**config.mk**
```make
export PLATFORM = sky130hd
export DESIGN_NAME = pipe_addr_bus_ctrl
export DESIGN_NICKNAME = d
export VERILOG_FILES = /design/src/rtl/pab_pkg.sv /design/src/rtl/pab_ctrl.sv /design/src/rtl/pab_datapath.sv /design/src/rtl/pipe_addr_bus_ctrl.sv
export SDC_FILE = /design/constraint.sdc
export NUM_CORES = 1
export LEC_CHECK = 0
export BUFFER_PORTS_ARGS = -buffer_cell sky130_fd_sc_hd__buf_4
export CAP_MARGIN = 20
export CELL_PAD_IN_SITES_DETAIL_PLACEMENT = 0
export CELL_PAD_IN_SITES_GLOBAL_PLACEMENT = 1
export CORE_MARGIN = 2
export CORE_UTILIZATION = 34
export CTS_BUF_LIST = sky130_fd_sc_hd__clkbuf_4 sky130_fd_sc_hd__clkbuf_8
export CTS_CLUSTER_DIAMETER = 30
export CTS_CLUSTER_SIZE = 16
export DETAILED_ROUTE_END_ITERATION = 10
export GPL_TIMING_DRIVEN = 0
export PLACE_DENSITY_LB_ADDON = 0.1
export SLEW_MARGIN = 5
export SYNTH_ARGS = -nofsm -noshare
export SYNTH_HDL_FRONTEND = slang
export SYNTH_HIERARCHICAL = 1
export SYNTH_SLANG_ARGS = --single-unit
export TNS_END_PERCENT = 10
```
**constraint.sdc**
```tcl
create_clock -name clk -period 1.79 [get_ports clk]
set_clock_uncertainty 0.1 [all_clocks]
set_input_delay 0.2685 -clock clk [delete_from_list [all_inputs] [get_ports clk]]
set_output_delay 0.2685 -clock clk [all_outputs]
set_load 0.02 [all_outputs]
```
**src/rtl/pab_pkg.sv**
```systemverilog
package pab_pkg;

  typedef enum logic [2:0] {
    PH_IDLE = 3'd0,
    PH_T1   = 3'd1,
    PH_T2   = 3'd2,
    PH_T2P  = 3'd3,
    PH_T2I  = 3'd4
  } busPhase_e;

  // Strobes from the sequencer to the address/definition datapath
  typedef struct packed {
    logic load;      // capture the offered request and pulse the strobe
    logic pipelined; // the capture overlaps a still-open cycle
  } dpStrobe_t;

endpackage

```
**src/rtl/pab_ctrl.sv**
```systemverilog
module pab_ctrl
  import pab_pkg::*;
(
  input  logic       clk,
  input  logic       rstN,
  input  logic       reqValid,
  input  logic       nextAddrN,
  input  logic       readyN,
  output busPhase_e  phase,
  output logic       reqAccept,
  output dpStrobe_t  strobe
);

  busPhase_e stateQ, stateD;
  logic      accD;
  logic      pipeD;

  always_comb begin
    stateD = stateQ;
    accD   = 1'b0;
    pipeD  = 1'b0;
    unique case (stateQ)
      PH_IDLE: begin
        if (reqValid) begin
          accD   = 1'b1;
          stateD = PH_T1;
        end
      end
      PH_T1: begin
        stateD = PH_T2;
      end
      PH_T2: begin
        if (!readyN) begin
          if (reqValid) begin
            accD   = 1'b1;
            stateD = PH_T1;
          end else begin
            stateD = PH_IDLE;
          end
        end else if (!nextAddrN) begin
          if (reqValid) begin
            accD   = 1'b1;
            pipeD  = 1'b1;
            stateD = PH_T2P;
          end else begin
            stateD = PH_T2I;
          end
        end
      end
      PH_T2P: begin
        if (!readyN) stateD = PH_T2;
      end
      PH_T2I: begin
        if (!readyN) begin
          if (reqValid) begin
            accD   = 1'b1;
            stateD = PH_T1;
          end else begin
            stateD = PH_IDLE;
          end
        end else if (reqValid) begin
          accD   = 1'b1;
          pipeD  = 1'b1;
          stateD = PH_T2P;
        end
      end
      default: stateD = PH_IDLE;
    endcase
  end

  always_ff @(posedge clk) begin
    if (!rstN) stateQ <= PH_IDLE;
    else       stateQ <= stateD;
  end

  assign phase            = stateQ;
  assign reqAccept        = accD & rstN;
  assign strobe.load      = accD & rstN;
  assign strobe.pipelined = pipeD & rstN;

  // Becomes set once a reset edge has been seen; guards checks looking back
  logic armed;
  always_ff @(posedge clk) begin
    armed <= armed | ~rstN;
  end

  a_r2_accept_to_t1: assert property (@(posedge clk) disable iff (!rstN)
    armed && phase == PH_IDLE && reqAccept |=> phase == PH_T1);

  a_r3_first_to_second: assert property (@(posedge clk) disable iff (!rstN)
    armed && phase == PH_T1 |=> phase == PH_T2);

  a_r3_no_accept_first: assert property (@(posedge clk) disable iff (!rstN)
    armed && phase == PH_T1 |-> !reqAccept);

  a_r5_ready_closes: assert property (@(posedge clk) disable iff (!rstN)
    armed && phase == PH_T2 && !readyN |=> (phase == PH_IDLE || phase == PH_T1));

  a_r6_early_issue: assert property (@(posedge clk) disable iff (!rstN)
    armed && phase == PH_T2 && readyN && !nextAddrN && reqValid |=> phase == PH_T2P);

  a_r7_early_empty: assert property (@(posedge clk) disable iff (!rstN)
    armed && phase == PH_T2 && readyN && !nextAddrN && !reqValid |=> phase == PH_T2I);

  a_r9_one_ahead: assert property (@(posedge clk) disable iff (!rstN)
    armed && phase == PH_T2P |-> !reqAccept);

  a_r9_promote: assert property (@(posedge clk) disable iff (!rstN)
    armed && phase == PH_T2P && !readyN |=> phase == PH_T2);

  a_r10_wait_holds: assert property (@(posedge clk) disable iff (!rstN)
    armed && phase == PH_T2 && readyN && nextAddrN |=> phase == PH_T2);

endmodule

```
**src/rtl/pab_datapath.sv**
```systemverilog
module pab_datapath
  import pab_pkg::*;
#(
  parameter int ADDR_W = 24,
  parameter int DEF_W  = 3
) (
  input  logic              clk,
  input  logic              rstN,
  input  dpStrobe_t         strobe,
  input  logic [ADDR_W-1:0] reqAddr,
  input  logic [DEF_W-1:0]  reqDef,
  output logic [ADDR_W-1:0] busAddr,
  output logic [DEF_W-1:0]  busDef,
  output logic              adsN
);

  localparam int CYC_W = ADDR_W + DEF_W;

  logic [CYC_W-1:0] cycQ;

  always_ff @(posedge clk) begin
    if (!rstN) begin
      cycQ <= '0;
      adsN <= 1'b1;
    end else begin
      adsN <= ~strobe.load;
      if (strobe.load) cycQ <= {reqAddr, reqDef};
    end
  end

  assign busAddr = cycQ[CYC_W-1:DEF_W];
  assign busDef  = cycQ[DEF_W-1:0];

  // Two-stage arm so that $past only reaches values set after a reset edge
  logic armedA, armedB;
  always_ff @(posedge clk) begin
    armedA <= armedA | ~rstN;
    armedB <= armedA;
  end

  a_r3_strobe_single: assert property (@(posedge clk) disable iff (!rstN)
    armedA && !adsN |=> adsN);

  a_r4_moves_with_strobe: assert property (@(posedge clk) disable iff (!rstN)
    armedB && !$stable({busAddr, busDef}) |-> !adsN);

  a_r4_hold_two: assert property (@(posedge clk) disable iff (!rstN)
    armedA && !adsN |=> $stable({busAddr, busDef}));

  a_r4_pipe_strobe: assert property (@(posedge clk) disable iff (!rstN)
    armedA && strobe.pipelined |-> strobe.load);

endmodule

```
**src/rtl/pipe_addr_bus_ctrl.sv**
```systemverilog
module pipe_addr_bus_ctrl
  import pab_pkg::*;
#(
  parameter int ADDR_W = 24,
  parameter int DEF_W  = 3
) (
  input  logic              clk,
  input  logic              rstN,
  input  logic              reqValid,
  input  logic [ADDR_W-1:0] reqAddr,
  input  logic [DEF_W-1:0]  reqDef,
  output logic              reqAccept,
  input  logic              nextAddrN,
  input  logic              readyN,
  output logic [ADDR_W-1:0] busAddr,
  output logic [DEF_W-1:0]  busDef,
  output logic              adsN,
  output logic [2:0]        busPhase
);

  busPhase_e  phase;
  dpStrobe_t  strobe;

  pab_ctrl i_ctrl (
    .clk       (clk),
    .rstN      (rstN),
    .reqValid  (reqValid),
    .nextAddrN (nextAddrN),
    .readyN    (readyN),
    .phase     (phase),
    .reqAccept (reqAccept),
    .strobe    (strobe)
  );

  pab_datapath #(
    .ADDR_W (ADDR_W),
    .DEF_W  (DEF_W)
  ) i_dp (
    .clk     (clk),
    .rstN    (rstN),
    .strobe  (strobe),
    .reqAddr (reqAddr),
    .reqDef  (reqDef),
    .busAddr (busAddr),
    .busDef  (busDef),
    .adsN    (adsN)
  );

  assign busPhase = phase;

endmodule

```
==> key figures, run 1 <==
Floorplanning
  • Cell Rows: 21
  • Die width: 64.4 um
  • Die extent in y: 64.4 um
  • Boundary Pins: 64
  • Initial Util: 36.3%
  • Core ar.: 0.00342 mm^2
  • Die ar.: 0.00414 mm^2

Yosys
  • Syn_nets: 139
  • Synthesized instance count: 107
  • Synthesis Warnings: 6
  • Cell Area, Synth: 0.00124 mm^2
  • Mean Syn Cell Area: 11.6 um^2

Routing
  • DR iter-0 viols: 31
  • First-pass iteration count of the detailed router: 2
  • DRT antenna net count: 0
  • Met3 wire len: 167 um
  • Top routing layer in use: met4
  • Met1 Wirelength: 1.10 mm
  • Vias per inst: 4.38
  • Drt drc: 0
  • WL/cell: 11.0 um
  • DR vias: 980
  • Routed WL: 2.47 mm
  • Routed met2 length: 1.17 mm

Cells and area
  • Area grow syn2layout: 49.1%
  • Fillers: 324
  • Design area: 0.00185 mm^2
  • Layout cells sized above 1: 43.8%
  • Antenna Cells: 0
  • Final nets: 209

Clock network
  • Total CTS buffers: 5
  • CTS root buf: clkbuf_4
  • Longest Clk Path Bufs: 2
  • Worst-path clk slew: 90 ps
  • Clk_lat worst skew: 310 ps
  • H-tree depth: 2
  • Setup Buffers After CTS: 0
  • CTS tree: done
  • CTS sink cnt: 31

Pwr
  • Internal power: 1.06 mW
  • Clock network power share: 28.2%
  • Net Sw Power: 0.350 mW
  • Switching portion of total power: 24.9%
  • Sequential share of power: 52.7%
  • Peak VDD IR: 0.000424 V
  • Static leakage: 0.816 nW
  • Total power per unit cell area: 761 mW/mm^2
  • Pwr Total: 1.41 mW
  • Combinational Power Share: 19.1%

Outcome
  • Outcome: completed

Timing
  • RSZ-0062 raised after global routing: yes
  • Setup TNS: 0 ps
  • Fin. max-slew vios: 0
  • Fin worst setup slack: 65.7 ps
  • Rel. slew slack: 78.4%
  • Hold slack final: 104 ps
  • Final setup fails: 0
  • Slew @ Worst Pin: 325 ps
  • FMAX: 0.580 GHz
  • Final hold viol count: 0
  • Final Critical Period: 1720 ps
  • Period utilization: 96.3%

Worst setup path
  • Worst setup EP type: output port
  • Worst EP arrival: 1360 ps
  • Worst r2r src: i_ctrl/phase[2]
  • Startpoint types: flip-flop
  • Reg2Reg Setup Slack: 90 ps
  • R2r endpoint: i_dp/cycQ[11]
  • Required @ worst endpoint: 1420 ps
  • Crit path kind: flip-flop to output port
  • Critical path fanouts, max: 6
  • R2R cell count: 7

Placement
  • Worst slack, placed: -114 ps
  • Routability cong.: 0.666
  • Placed cell areas: 0.00177 mm^2
  • Buffers on Ports: 63
  • DP Wirelength: 1.86 mm

Min path
  • Worst Hold End: i_dp/cycQ[23]
  • Hold path start: reqAddr[20]
  • Worst hold stages: 3
  • Hold Crit Class: input pin to flip-flop

GRT
  • Initial antenna violation count: 0
  • Vias in the first global route: 961
  • GRT Overall Usage: 13.4%
  • Global-route wire length before repair: 4.20 mm
  • Largest net degree at the start of global routing: 15
  • Remaining global-route overflow: 0

Flow run
  • # Max-Cap Violations: 0
[power groups by stage]
stage | clock (mW) | combinational (mW) | sequential (mW)
after detailed placement | 0 | 0.269 | 0.758
after floorplan | 0 | 0.104 | 0.797
after CTS | 0.419 | 0.268 | 0.742
after global routing | 0.463 | 0.291 | 0.745
after global placement | 0 | 0.266 | 0.756
final | 0.397 | 0.269 | 0.741
[critical path: stages (launching register included)]
cell      delay [ps]
dfxtp_4          370
a21o_1           160
a211oi_2         200
and2_4           200
buf_6            110
[state kept, by name (all words and copies together), names as in the netlist]
| signal | flops |
|---|---|
| i_dp/cycQ | 27 |
| i_ctrl/phase | 3 |
| i_dp/adsN | 1 |
[metrics by stage]
| stage | utilization (%) | std cells |
|---|---|---|
| 2_1_floorplan | - | 107 |
| 3_3_place_gp | 51.9 | 216 |
| 3_5_place_dp | 51.9 | 216 |
| 4_1_cts | 53.4 | 223 |
| 5_1_grt | 54.1 | 224 |
| 6_report | 54.1 | 224 |
[cells in the final DEF, fill, tap and decap left out, drive strengths merged, types with 9 or more instances in the layout]
cell	count
nor2b	29
dfxtp	31
clkbuf	9
mux2i	27
buf	66
[worst max-delay path by stage]
stage / start / endpoint / slack [ps] / cells past startpoint
floorplan: i_ctrl/phase[2] / i_dp/cycQ[10] / 0.001 / 8
global placement: nextAddrN / i_dp/cycQ[11] / -90 / 9
detailed placement: nextAddrN / i_dp/cycQ[11] / -110 / 9
CTS: i_ctrl/phase[2] / reqAccept / 7 / 4
global route: i_ctrl/phase[2] / reqAccept / -30 / 4
finish: i_ctrl/phase[2] / reqAccept / 70 / 4
[cell type report]
cell class / instances / area (um^2) / area share (%)
Timing Repair Buffer: 64 / 487 / 26.4
Buffer: 5 / 62.6 / 3.39
Multi-Input combinational cell: 69 / 554 / 30.0
Clock inverter: 1 / 5.00 / 0.271
Inverter: 1 / 3.75 / 0.203
Tap cell: 46 / 57.6 / 3.12
Sequential cell: 31 / 624 / 33.8
Clock buffer: 7 / 52.6 / 2.85
[repair_timing]
item,4_1_cts,5_1_grt
gates resized for setup,1,4
pin swaps,0,2
endpoints found under the hold margin,0,1
setup endpoints to repair,19,20
hold buffers,0,1
[metal layers]
| layer | vias to the layer above | global-route usage, % |
|---|---|---|
| met3 | 5 | 4.05 |
| met1 | 437 | 16.0 |
| li1 | 498 | - |
| met2 | 40 | 21.0 |
| met5 | - | 0 |
| met4 | 0 | 7.98 |
Note: power is estimated with default switching activity, not from simulation.
==> run 2, diff against run 1 <==
--- a/config.mk
+++ b/config.mk
@@ -16,6 +16,7 @@
 export CTS_CLUSTER_SIZE = 16
 export DETAILED_ROUTE_END_ITERATION = 10
 export GPL_TIMING_DRIVEN = 0
+export HOLD_SLACK_MARGIN = 0.12
 export PLACE_DENSITY_LB_ADDON = 0.1
 export SLEW_MARGIN = 5
 export SYNTH_ARGS = -nofsm -noshare
==> run 2 against run 1 <==
  * Sequential power hardly changed
  * Non-clock buffer count is 27 higher
  * Core utilization is 7.9 points higher
  * Maximum frequency hardly changed
  * Setup slack hardly changed
  * Die area stayed put
  * Final cell count is 12% higher
  * Register-to-register slack hardly changed
  * Critical path type unchanged
  * Clock-buffer cell count stayed put
  * First-iteration DRC count is 19% lower
  * Final area is 15% higher
  * Worst hold slack better by 46 ps
==> key figures, run 2 (synthesis results as in run 1) <==
Clock network
  • CTS sink cnt: 31 (unchanged)
  • Setup Buffers After CTS: 0 (unchanged)
  • Worst-path clk slew: 80 ps (about the same)
  • H-tree depth: 2 (unchanged)
  • CTS tree: done
  • CTS root buf: clkbuf_4
  • Clk_lat worst skew: 310 ps (about the same)
  • Total CTS buffers: 5 (unchanged)
  • Longest Clk Path Bufs: 2 (unchanged)

Routing
  • DR vias: 1,080 (+10%)
  • First-pass iteration count of the detailed router: 2 (unchanged)
  • Vias per inst: 4.30 (-1.7%)
  • WL/cell: 11.2 um (+1.6%)
  • DRT antenna net count: 0 (unchanged)
  • Drt drc: 0 (unchanged)
  • Routed WL: 2.82 mm (+14%)
  • DR iter-0 viols: 25 (-19%)

Cells and area
  • Largest register FFs: 27 (unchanged)
  • Layout cells sized above 1: 38.0% (-5.8 points)
  • Fillers: 298 (-8.0%)
  • Final core occ: 62.0% (+7.9 points)
  • Commonest cells after routing, fill and taps aside: buf_4 (62), dfxtp_1 (30), nor2b_1 (29)
  • Area grow syn2layout: 70.9%
  • Layout Cells excl Fill: 251 (+12%)
  • Top reg by flops: i_dp/cycQ
  • Final nets: 236 (+13%)
  • Antenna Cells: 0 (unchanged)
  • Commonest non-fill, non-tap cell in the layout: buf_4

Placement
  • Buffers on Ports: 63 (unchanged)
  • Worst slack, placed: -114 ps (unchanged)
  • DP Wirelength: 1.86 mm (unchanged)
  • Routability cong.: 0.666 (unchanged)
  • Placed Cells: 216 (unchanged)

Floorplanning
  • Cell Rows: 21 (unchanged)
  • Die extent in y: 64.4 um (unchanged)
  • Initial Util: 36.3% (unchanged)
  • Boundary Pins: 64 (unchanged)
  • Die width: 64.4 um (unchanged)
  • Core ar.: 0.00342 mm^2 (unchanged)
  • Die ar.: 0.00414 mm^2 (unchanged)

Worst setup path
  • Worst setup EP type: output port
  • Worst r2r src: i_ctrl/phase[2]
  • Critical path fanouts, max: 6 (unchanged)
  • Critical Path Max Stage Delay: 370 ps (about the same)
  • CP Launch Point: i_ctrl/phase[2]
  • Worst EP arrival: 1360 ps (about the same)
  • Required @ worst endpoint: 1420 ps (about the same)
  • Startpoint types: flip-flop
  • Critical-path top delay cell: dfxtp_4
  • Crit-path cells: a21o_1 > a211oi_2 > and2_4 > buf_6
  • Reg2Reg Setup Slack: 90 ps (about the same)
  • Crit path kind: flip-flop to output port

Timing
  • Slew @ Worst Pin: 327 ps (+2.40 ps)
  • Fin worst setup slack: 65.4 ps (-0.253 ps)
  • Final hold viol count: 0 (unchanged)
  • FMAX: 0.580 GHz (about the same)
  • Final Critical Period: 1720 ps (+0.253 ps)
  • Rel. slew slack: 78.2% (-0.16 points)
  • Final setup fails: 0 (unchanged)
  • Fin. max-slew vios: 0 (unchanged)
  • Period utilization: 96.3% (about the same)
  • RSZ-0062 raised after global routing: yes

Pwr
  • Clock network power share: 27.3% (-0.9 points)
  • Total power per unit cell area: 688 mW/mm^2 (-9.6%)
  • Switching portion of total power: 24.8% (-0.032 points)
  • Internal power: 1.09 mW (+3.6%)
  • Sequential share of power: 50.9% (-1.8 points)
  • Static leakage: 0.929 nW (+14%)
  • Combinational Power Share: 21.8% (+2.7 points)
  • Net Sw Power: 0.362 mW (+3.4%)
  • Peak VDD IR: 0.000428 V (+0.89%)

Outcome
  • Outcome: completed

GRT
  • Largest net degree at the start of global routing: 15 (unchanged)
  • Initial antenna violation count: 0 (unchanged)
  • Vias in the first global route: 1,096 (+14%)
  • Remaining global-route overflow: 0 (unchanged)
  • GRT Overall Usage: 15.1% (+1.7 points)
  • Global-route wire length before repair: 4.75 mm (+13%)

Min path
  • Hold path start: reqValid
  • Hold Crit Class: input pin to flip-flop

Flow run
  • # Max-Cap Violations: 0 (unchanged)
run 2: cell count changes in the layout (fill, tap and decap cells not counted):
cell / delta
dlygate4sd3_1: +27
run 2: final timing paths:
path	cells past startpoint	end
setup / recovery	4	reqAccept
hold / removal	3	i_ctrl/phase[1]
setup reg to reg	7	i_dp/cycQ[19]
hold reg to reg	2	i_dp/cycQ[23]
run 2: what timing repair did:
item / CTS / global route
hold buffers: 27 / 1
endpoints found under the setup margin: 19 / 20
pin swaps: 0 / 2
resized for setup: 1 / 4
hold endpoints to repair: 27 / 1
cloned: 0 / 0
run 2: final cells by class:
| type | instances | area [um^2] | area share [%] |
|---|---|---|---|
| Clock buffer | 7 | 52.6 | 2.48 |
| Buffer | 5 | 62.6 | 2.96 |
| Tap cell | 46 | 57.6 | 2.72 |
| Sequential cell | 31 | 624 | 29.5 |
| Timing Repair Buffer | 91 | 757 | 35.8 |
| Multi-Input combinational cell | 69 | 554 | 26.2 |
| Inverter | 1 | 3.75 | 0.177 |
| Clock inverter | 1 | 5.00 | 0.236 |
run 2: metrics by stage:
stage               hold WS (ps)  power [mW]  TNS [ps]  instance area [um^2]
global route                 141        1.55      -111                  2120
floorplan                    233       0.901         0                  1240
CTS                          120        1.48         0                  2090
global placement             352        1.02     -1470                  1770
finish                       150        1.46         0                  2120
detailed placement           353        1.03     -1860                  1770
run 2: power groups by stage:
stage	Combinational, mW	Sequential, mW	Clock (mW)
floorplan	0.104	0.797	0
global placement	0.266	0.756	0
detailed placement	0.269	0.758	0
CTS	0.315	0.742	0.419
global route	0.343	0.745	0.463
finish	0.317	0.741	0.398
run 2: critical path: cells and delay by family (launching register included):
kind | cells | cell delay [ps]
buffers and inverters | 1 | 110
AOI/OAI and AO/OA | 2 | 360
and+or+nand+nor | 1 | 200
DFF | 1 | 370
run 2: layer usage:
layer,up-vias,GRT usage (%),part of all wire (%)
li1,552,-,-
met1,483,17.0,42
met2,40,25.8,50
met3,5,4.05,6.1
met4,0,7.98,1.4
met5,-,0,0
